==> src/rtl/evt_timer_pkg.sv <==
// Shared definitions for the match event timer: register word indices
// and control bit positions. Assumes a 16-byte register window.
package evt_timer_pkg;

    // Word index taken from bus_addr[3:2]
    typedef enum logic [1:0] {
        WORD_MATCH = 2'd0,
        WORD_COUNT = 2'd1,
        WORD_CTRL  = 2'd2,
        WORD_CLEAR = 2'd3
    } word_sel_e;

    localparam int CTRL_RUN_BIT = 0;
    localparam int CTRL_COM_BIT = 1;
    localparam int WINDOW_BITS  = 4;

endpackage

==> src/rtl/evt_timer_regs.sv <==
// Register file of the match event timer. Decodes the bus, holds the
// match value and control bits, produces the clear and disarm strobes,
// and muxes read data. Assumes single-cycle accesses and ADDR_W >= 4.
module evt_timer_regs
    import evt_timer_pkg::*;
#(
    parameter int DATA_W = 32,
    parameter int ADDR_W = 4
) (
    input  logic              clk,
    input  logic              rst_n,
    input  logic              bus_sel,
    input  logic              bus_wr,
    input  logic [ADDR_W-1:0] bus_addr,
    input  logic [DATA_W-1:0] bus_wdata,
    input  logic [DATA_W-1:0] cnt_val,
    output logic [DATA_W-1:0] bus_rdata,
    output logic [DATA_W-1:0] match_val,
    output logic              run,
    output logic              clr_on_match,
    output logic              clr_pulse,
    output logic              disarm
);

    localparam int CTRL_W = 2;

    logic              hi_zero;
    logic              addr_ok;
    logic              wr_hit;
    logic              rd_hit;
    word_sel_e         word;
    logic [DATA_W-1:0] match_q;
    logic [CTRL_W-1:0] ctrl_q;

    // Upper address bits must be zero for the window to be selected
    generate
        if (ADDR_W > WINDOW_BITS) begin : g_hi_dec
            assign hi_zero = ~|bus_addr[ADDR_W-1:WINDOW_BITS];
        end else begin : g_no_hi
            assign hi_zero = 1'b1;
        end
    endgenerate

    // Address qualification and access strobes
    always_comb begin
        addr_ok = hi_zero && (bus_addr[1:0] == 2'b00);
        word    = word_sel_e'(bus_addr[3:2]);
        wr_hit  = bus_sel && bus_wr && addr_ok;
        rd_hit  = bus_sel && !bus_wr && addr_ok;
    end

    // Match value and control bit storage
    always_ff @(posedge clk) begin
        if (!rst_n) begin
            match_q <= '0;
            ctrl_q  <= '0;
        end else if (wr_hit) begin
            if (word == WORD_MATCH) match_q <= bus_wdata;
            if (word == WORD_CTRL)  ctrl_q  <= bus_wdata[CTRL_W-1:0];
        end
    end

    // Write-triggered strobes toward the counter and interrupt stages
    always_comb begin
        clr_pulse = wr_hit && (word == WORD_CLEAR) && bus_wdata[0];
        disarm    = wr_hit && (word == WORD_CTRL) && !bus_wdata[CTRL_RUN_BIT];
    end

    // Read data mux, zero for unselected or rejected accesses
    always_comb begin
        bus_rdata = '0;
        if (rd_hit) begin
            case (word)
                WORD_MATCH: bus_rdata = match_q;
                WORD_COUNT: bus_rdata = cnt_val;
                WORD_CTRL:  bus_rdata = {{(DATA_W-CTRL_W){1'b0}}, ctrl_q};
                default:    bus_rdata = '0;
            endcase
        end
    end

    assign match_val    = match_q;
    assign run          = ctrl_q[CTRL_RUN_BIT];
    assign clr_on_match = ctrl_q[CTRL_COM_BIT];

    // a match write is visible from the next cycle
    a_r2_match_write: assert property (@(posedge clk) disable iff (!rst_n)
        (wr_hit && word == WORD_MATCH) |=> (match_val == $past(bus_wdata)));

    // upper control bits never appear on a control read
    a_r9_ctrl_upper: assert property (@(posedge clk) disable iff (!rst_n)
        (rd_hit && word == WORD_CTRL) |-> (bus_rdata[DATA_W-1:CTRL_W] == '0));

    // a disarm write leaves run low
    a_r7_run_off: assert property (@(posedge clk) disable iff (!rst_n)
        disarm |=> !run);

endmodule

==> src/rtl/evt_timer_counter.sv <==
// Tick-gated up counter with match compare. Counts when run and tick_en
// are both high. Clear has priority over counting, and clear-on-match
// reloads zero on the matching tick. Produces the one-cycle hit strobe.
module evt_timer_counter #(
    parameter int DATA_W = 32
) (
    input  logic              clk,
    input  logic              rst_n,
    input  logic              tick_en,
    input  logic              run,
    input  logic              clr_on_match,
    input  logic              clr_pulse,
    input  logic [DATA_W-1:0] match_val,
    output logic [DATA_W-1:0] cnt,
    output logic              hit
);

    logic [DATA_W-1:0] cnt_q;
    logic [DATA_W-1:0] cnt_inc;
    logic              adv;
    logic              eq_next;

    // Next-value and compare terms
    always_comb begin
        cnt_inc = cnt_q + DATA_W'(1);
        adv     = run && tick_en;
        eq_next = (cnt_inc == match_val);
        hit     = adv && eq_next;
    end

    // Counter register: clear beats advance, match reload when enabled
    always_ff @(posedge clk) begin
        if (!rst_n) begin
            cnt_q <= '0;
        end else if (clr_pulse) begin
            cnt_q <= '0;
        end else if (adv) begin
            cnt_q <= (clr_on_match && eq_next) ? '0 : cnt_inc;
        end
    end

    assign cnt = cnt_q;

    // stopped counter holds its value
    a_r3_hold: assert property (@(posedge clk) disable iff (!rst_n)
        (!run && !clr_pulse) |=> $stable(cnt));

    // each enabled tick adds one unless cleared or reloaded
    a_r3_step: assert property (@(posedge clk) disable iff (!rst_n)
        (run && tick_en && !clr_pulse && !(clr_on_match && hit))
        |=> (cnt == $past(cnt) + DATA_W'(1)));

    // matching tick with clear-on-match leaves zero
    a_r4_reload: assert property (@(posedge clk) disable iff (!rst_n)
        (hit && clr_on_match && !clr_pulse) |=> (cnt == '0));

    // clear strobe zeroes the count
    a_r5_clear: assert property (@(posedge clk) disable iff (!rst_n)
        clr_pulse |=> (cnt == '0));

endmodule

==> src/rtl/evt_timer_irq.sv <==
// Interrupt latch. Sets on the hit strobe and clears on a disarm write,
// which takes priority. Holds its level in between, so each armed event
// gives one rising edge.
module evt_timer_irq (
    input  logic clk,
    input  logic rst_n,
    input  logic hit,
    input  logic disarm,
    output logic irq
);

    // Level latch with acknowledge priority
    always_ff @(posedge clk) begin
        if (!rst_n) begin
            irq <= 1'b0;
        end else if (disarm) begin
            irq <= 1'b0;
        end else if (hit) begin
            irq <= 1'b1;
        end
    end

    // a hit without acknowledge raises the line
    a_r6_set: assert property (@(posedge clk) disable iff (!rst_n)
        (hit && !disarm) |=> irq);

    // the line only rises after a hit
    a_r6_cause: assert property (@(posedge clk) disable iff (!rst_n)
        $rose(irq) |-> $past(hit));

    // acknowledge drops the line
    a_r7_ack: assert property (@(posedge clk) disable iff (!rst_n)
        disarm |=> !irq);

    // the line stays high until acknowledged
    a_r8_sticky: assert property (@(posedge clk) disable iff (!rst_n)
        (irq && !disarm) |=> irq);

endmodule

==> src/rtl/evt_match_timer.sv <==
// Top of the match event timer: register file, counter and interrupt
// latch. Everything runs on clk; tick_en is assumed to be already
// synchronous to clk and one cycle wide per sleep-clock tick.
module evt_match_timer #(
    parameter int DATA_W = 32,
    parameter int ADDR_W = 4
) (
    input  logic              clk,
    input  logic              rst_n,
    input  logic              tick_en,
    input  logic              bus_sel,
    input  logic              bus_wr,
    input  logic [ADDR_W-1:0] bus_addr,
    input  logic [DATA_W-1:0] bus_wdata,
    output logic [DATA_W-1:0] bus_rdata,
    output logic              irq_out
);

    logic [DATA_W-1:0] cnt_val;
    logic [DATA_W-1:0] match_val;
    logic              run;
    logic              clr_on_match;
    logic              clr_pulse;
    logic              disarm;
    logic              hit;

    evt_timer_regs #(.DATA_W(DATA_W), .ADDR_W(ADDR_W)) u_regs (
        .clk          (clk),
        .rst_n        (rst_n),
        .bus_sel      (bus_sel),
        .bus_wr       (bus_wr),
        .bus_addr     (bus_addr),
        .bus_wdata    (bus_wdata),
        .cnt_val      (cnt_val),
        .bus_rdata    (bus_rdata),
        .match_val    (match_val),
        .run          (run),
        .clr_on_match (clr_on_match),
        .clr_pulse    (clr_pulse),
        .disarm       (disarm)
    );

    evt_timer_counter #(.DATA_W(DATA_W)) u_cnt (
        .clk          (clk),
        .rst_n        (rst_n),
        .tick_en      (tick_en),
        .run          (run),
        .clr_on_match (clr_on_match),
        .clr_pulse    (clr_pulse),
        .match_val    (match_val),
        .cnt          (cnt_val),
        .hit          (hit)
    );

    evt_timer_irq u_irq (
        .clk    (clk),
        .rst_n  (rst_n),
        .hit    (hit),
        .disarm (disarm),
        .irq    (irq_out)
    );

    // interrupt is low in the cycle after reset
    a_r1_reset_irq: assert property (@(posedge clk)
        !rst_n |=> !irq_out);

endmodule

==> config.mk <==
export PLATFORM = sky130hd
export DESIGN_NAME = evt_match_timer
export DESIGN_NICKNAME = d
export VERILOG_FILES = /design/src/rtl/evt_timer_pkg.sv /design/src/rtl/evt_timer_regs.sv /design/src/rtl/evt_timer_counter.sv /design/src/rtl/evt_timer_irq.sv /design/src/rtl/evt_match_timer.sv
export SDC_FILE = /design/constraint.sdc
export NUM_CORES = 1
export LEC_CHECK = 0
export BUFFER_PORTS_ARGS = -buffer_cell sky130_fd_sc_hd__buf_2
export CAP_MARGIN = 15
export CORE_AREA = 8 8 99 101
export DETAILED_ROUTE_END_ITERATION = 8
export DIE_AREA = 0 0 107 109
export HOLD_SLACK_MARGIN = 0.12
export PLACE_DENSITY = 0.91
export RECOVER_POWER = 50
export SYNTH_ARGS = -nofsm -noshare
export SYNTH_HDL_FRONTEND = slang
export SYNTH_SLANG_ARGS = --single-unit
==> constraint.sdc <==
create_clock -name clk -period 4.6 [get_ports clk]
set_clock_uncertainty 0.05 [all_clocks]
set_input_delay 0.69 -clock clk [delete_from_list [all_inputs] [get_ports clk]]
set_output_delay 0.69 -clock clk [all_outputs]
set_load 0.005 [all_outputs]
* Yosys cells after proc, flatten, opt, wreduce, memory -nomap -nowiden
Index checks and enable logic that the tools add are counted.
Operators by class: add/sub/neg operators 1, multiplexer cells 3, equality and inequality tests 4, reduce and logical (&&, ||, !) cells 19, bitwise logic cells 1
Operator list (count):
- $pmux W32 S3 | 1
- $mux W32 | 2
- $add A32 B1 Y32 const B | 1
- $eq A32 B32 Y1 | 1
- $logic_and A1 B1 Y1 | 11
- $eq A2 B2 Y1 const B | 2
- $logic_not A2 Y1 | 2
- $reduce_and A2 Y1 | 2
- $reduce_or A2 Y1 | 2
- $eq A2 B1 Y1 const B | 1
- $logic_not A1 Y1 | 2
- $not A1 Y1 | 1
Word-level totals: register bits after elaboration 67, logic and storage cells 32, input bits 41

* Longest topological paths before layout
depth after elaboration 5, mapped depth 11, gate-level depth less buffers 9

* By module
Synthesis repeated with hierarchy kept, for this count alone.
Second synthesis, totals: cells, all modules 570, area total of the unflattened synthesis 4589.4 sq um
By module, submodules not included:
- evt_timer_counter | cells each 341, instances 1, area an instance 2622.5 sq um, sequential area each 640.6 sq um
- evt_timer_regs | cells each 226, instances 1, area an instance 1930.6 sq um, sequential area each 680.7 sq um
- evt_timer_irq | cells each 3, instances 1, area an instance 36.3 sq um, sequential area each 20.0 sq um

* Worst setup path after synthesis
No wires, ideal clock.
path type reg2reg, from reg u_cnt.cnt_q[0], in the netlist u_cnt.cnt[0], to reg u_cnt.cnt_q[22], in the netlist u_cnt.cnt[22], period minus slack after synthesis 3.265 ns, stages on the path, launching flop included 11, library setup time 0.141 ns, required time 4.409 ns, setup slack 1.335 ns, arrival time 3.074 ns, cells stage by stage dfxtp_1 -> ha_1 -> nand3_2 -> nor3_1 -> nand3_1 -> xnor2_1 -> a2111oi_1 -> nand4b_4 -> nor4_4 -> buf_6 -> nor3_2
On the way: word-level cells in the longest chain between the ends 4
RTL lines:
- start, declared | line evt_timer_counter.sv:18 | logic [DATA_W-1:0] cnt_q;
- start signal, assigned | line evt_timer_counter.sv:38 | cnt_q <= (clr_on_match && eq_next) ? '0 : cnt_inc;
- $add A32 B1 Y32 * | line evt_timer_counter.sv:25 | cnt_inc = cnt_q + DATA_W'(1);
- $eq A32 B32 Y1 | line evt_timer_counter.sv:27 | eq_next = (cnt_inc == match_val);
- $logic_and A1 B1 Y1 | line evt_timer_counter.sv:38
- $mux W32 * | line evt_timer_counter.sv:38
Mark *: on every way between the ends. The rest lies on a longest branch, timed or not. A chain may end at the register's enable or synchronous reset.

* Worst setup path after layout
from in bus_addr[2], to out bus_rdata[0]
On the way: word-level cells in the longest chain between the ends 3
RTL lines:
- start, declared | line evt_match_timer.sv:13 | input logic [ADDR_W-1:0] bus_addr,
- $eq A2 B2 Y1 (tied with other cells) | line evt_timer_regs.sv:73 | case (word)
- $pmux W32 S3 * | line evt_timer_regs.sv:73
- $mux W32 * | line evt_timer_regs.sv:72 | if (rd_hit) begin
- end, declared | line evt_match_timer.sv:15 | output logic [DATA_W-1:0] bus_rdata,
Marks and branches as above.

==> impl_metrics.toml <==
[route]
route.antenna.remaining_nets = 0
wl_met3_um = 945
avgViaCountPerCell = 5.927
initialDrtViolationCount = 245
post-route-drc-count = 0
maxUsedRoutingLayer = "met4"
dr_total_vias = 4380
wl_met1_mm = 5.298
sum_of_routed_wire_length_over_all_layers_mm = 12.98
drt_first_pass_iters = 5
wire_per_inst_um = 17.56
dr_wl_met2_mm = 6.255

[setup_path]
timing.critical_path.from_type = "input port"
worst_r2r_endpoint = "u_cnt.cnt[10]$_SDFFE_PP0P_"
reg2reg_setup_slack_ns = 1.07
crit_type = "in2out"
critical_path.max_fanout = 36
critPathRequiredTime_ns = 3.86
cp-end-kind = "output port"
critPathArrivalTime_ns = 3.25
rr_startpoint = "u_cnt.cnt[0]$_SDFFE_PP0P_"
rr_worst_depth = 10

[grt]
first_global_vias = 4288
grt_pass1_wl_mm = 21.13
grt_start_max_net_pins = 37
globalRouteTotalUtil_pct = 22.38
antenna_found_initial = 0
grt-ovfl-total = 0

[final_layout]
final_util_pct = 61.91
diodes = 0
num-nets-final = 668
finish.cell_count_without_fillers = 739
drive_above_1_share_pct = 18.54
area_delta_synth_final_pct = 11.30

[outcome]
failed_checks = "capacitance limit, slew limit"
status = "complete, but fails checks"

[power_and_ir_drop]
power.combinational.fraction_pct = 6.3
p_seq_share_pct = 45.4
swShare_pct = 24.09
clockPowerShare_pct = 48.3
static-leakage-power_nw = 1.834
net-switching-power_mw = 0.3127
intPower_mw = 0.9854
power_density_nw_per_um2 = 250.2
ir_drop_uv = 186.5

[place]
place_hpwl_mm = 9.562
preCtsSetupSlack_ns = 1.163
routabilityCongestion = 0.9341
dpl.cell_count = 723
placement.io_buffers = 73

[die]
area_of_the_die_um2 = 11660
design.core.area_um2 = 8381
initial_core_util_pct = 55.63
pin_count = 74
rows = 34
die_height_um = 109
fp.dieW_um = 107

[logic_synthesis]
syn-mean-instance-area_um2 = 7.929
yosys_most_used_dff = "sky130_fd_sc_hd__dfxtp_1"
synth-edff-count = 0
async_reset_ff_share_pct = 0
synth.cell_area_um2 = 4662
syn_inst = 588
yosysSeqAreaShare_pct = 28.77
synth_cell_types = 62
register_bit_total_from_synthesis = 67
count_of_warnings_emitted_by_yosys = 0
syn_nets = 630

[sta]
timing.slew.headroom_pct = -74.81
unrepaired_setup_endpoints_after_global_routing = "no"
timing_hold_violations_final = 0
number_of_endpoints_failing_setup_at_the_final_stage = 0
finalCritPeriodShare_pct = 86.70
period_needed_ns = 3.988
worst_slew_pin_slew_ns = 2.622
totalNegativeSetupSlack_ns = 0
fin_ws_ns = 0.6116
holdWs_ns = 0.4471
fmax_mhz = 250.7
drv_slew = 37

[clock_network]
cts_num_sinks = 67
cts-hold-fix-buffers = 0
tritoncts = "done"
root_buffer = "sky130_fd_sc_hd__clkbuf_8"
worst_skew_pair.late_latency_ns = 0.36
post_cts.resized_instances = 0
postCtsSetupBuffers = 0
cts.path.max_buffers = 2
cts-htree-levels = 3
clk_pin_slew_ns = 0.08
cts-buffers-inserted = 9

[worst_hold_path]
min-delay-start = "u_regs.match_val[15]$_SDFFE_PN0P_"
hold_path_class = "reg2reg"
whs_endpoint = "u_regs.match_val[15]$_SDFFE_PN0P_"
hold_path_depth = 2

[job]
max_cap_viol_count = 1
==> cell usage after synthesis (5+ instances only) <==
library cell / instances / share of area (%)
sky130_fd_sc_hd__nor2_1: 55 / 4.4
sky130_fd_sc_hd__o21ai_0: 10 / 1.1
sky130_fd_sc_hd__o211ai_1: 5 / 0.81
sky130_fd_sc_hd__xor2_1: 32 / 6.0
sky130_fd_sc_hd__nand4_1: 17 / 2.3
sky130_fd_sc_hd__inv_1: 7 / 0.56
sky130_fd_sc_hd__nor3_1: 20 / 2.1
sky130_fd_sc_hd__nor4_1: 6 / 0.81
sky130_fd_sc_hd__a21oi_1: 12 / 1.3
sky130_fd_sc_hd__mux2i_1: 35 / 7.5
sky130_fd_sc_hd__nand2_1: 95 / 7.6
sky130_fd_sc_hd__a21boi_0: 33 / 5.3
sky130_fd_sc_hd__nand3_1: 19 / 2.0
sky130_fd_sc_hd__clkbuf_1: 32 / 2.6
sky130_fd_sc_hd__buf_2: 8 / 0.86
sky130_fd_sc_hd__dfxtp_1: 67 / 29
sky130_fd_sc_hd__nor3_2: 22 / 4.7
sky130_fd_sc_hd__xnor2_1: 35 / 6.6
==> worst max-delay path by stage <==
stage	startpoint	endpoint	slack [ns]	cells past startpoint
after floorplan	u_cnt.cnt[0]$_SDFFE_PP0P_	u_cnt.cnt[22]$_SDFFE_PP0P_	1.34	10
after global placement	u_cnt.cnt[0]$_SDFFE_PP0P_	u_cnt.cnt[7]$_SDFFE_PP0P_	1.21	10
after detailed placement	u_cnt.cnt[0]$_SDFFE_PP0P_	u_cnt.cnt[5]$_SDFFE_PP0P_	1.16	10
after CTS	u_cnt.cnt[0]$_SDFFE_PP0P_	u_cnt.cnt[10]$_SDFFE_PP0P_	1.12	10
after global routing	bus_addr[2]	bus_rdata[1]	0.43	5
final	bus_addr[2]	bus_rdata[0]	0.61	6
==> metrics by stage <==
step	area (µm²)	total power, mW
6_report	5189	1.298
5_1_grt	5189	1.335
4_1_cts	5206	1.296
3_5_place_dp	4959	0.6827
3_3_place_gp	4959	0.6801
2_1_floorplan	4662	0.6526
==> cells by family (layout without fill, tap and decap cells) <==
logic type / after synthesis / count (layout) / share of synthesized area [%]
buf+inv: 57 / 100 / 5.771
simple gates: 273 / 273 / 31.45
flops: 67 / 67 / 28.77
xor+xnor: 67 / 67 / 12.59
mux: 35 / 35 / 7.515
fa+ha+maj: 1 / 1 / 0.2683
compound gates: 88 / 88 / 13.63
==> power by group through the flow <==
stage	sequential, mW	clock [mW]	combinational, mW
2_1_floorplan	0.599	0	0.0537
3_3_place_gp	0.603	0	0.0772
3_5_place_dp	0.604	0	0.0791
4_1_cts	0.590	0.627	0.0793
5_1_grt	0.591	0.657	0.0872
6_report	0.590	0.626	0.0817
==> area by class of cell <==
type                       instances  area, µm²
inverter                           7      26.28
tap                              108      135.1
fill                             742       3192
multi-input combinational        464       3060
timing repair buffer              77      377.9
clock inverter                     7      123.9
clock buffer                       9      123.9
sequential                        67       1341
==> sequential cells by signal, indices dropped and copies added (netlist names) <==
signal,flops
u_regs.ctrl_q,2
u_cnt.cnt,32
u_irq.irq,1
u_regs.match_val,32
==> routing by layer <==
metal | vias up | global-route usage [%]
met5 | - | 0
met1 | 2044 | 25.73
met3 | 37 | 5.851
met2 | 182 | 37.97
met4 | 0 | 11.06
li1 | 2117 | -
==> critical path, stage by stage <==
cell	delay (ns)
sky130_fd_sc_hd__clkbuf_1	1.83
sky130_fd_sc_hd__mux2i_1	0.34
sky130_fd_sc_hd__nor2_1	0.08
sky130_fd_sc_hd__a21oi_1	0.12
sky130_fd_sc_hd__nor2_1	0.06
sky130_fd_sc_hd__buf_2	0.13
==> cell usage in the layout (no fill, tap or decap), types with 4 or more instances in the layout <==
cell                       count
sky130_fd_sc_hd__inv_1         7
sky130_fd_sc_hd__nor3_2       23
sky130_fd_sc_hd__nor2_1       55
sky130_fd_sc_hd__nor2b_1       4
sky130_fd_sc_hd__nand3_1      19
sky130_fd_sc_hd__mux2i_1      35
sky130_fd_sc_hd__nor4_1        6
sky130_fd_sc_hd__a21oi_1      12
sky130_fd_sc_hd__clkbuf_8      9
sky130_fd_sc_hd__o21ai_0      10
sky130_fd_sc_hd__nand2_1      95
sky130_fd_sc_hd__dfxtp_1      67
sky130_fd_sc_hd__nor3_1       19
sky130_fd_sc_hd__a21boi_0     33
sky130_fd_sc_hd__xnor2_1      35
sky130_fd_sc_hd__buf_2        57
sky130_fd_sc_hd__nand4_1      17
sky130_fd_sc_hd__o211ai_1      5
sky130_fd_sc_hd__buf_4         4
sky130_fd_sc_hd__xor2_1       32
sky130_fd_sc_hd__clkbuf_1     14
sky130_fd_sc_hd__and4_1        4
sky130_fd_sc_hd__a211oi_1      4
Power figures use the tool's default switching activity.
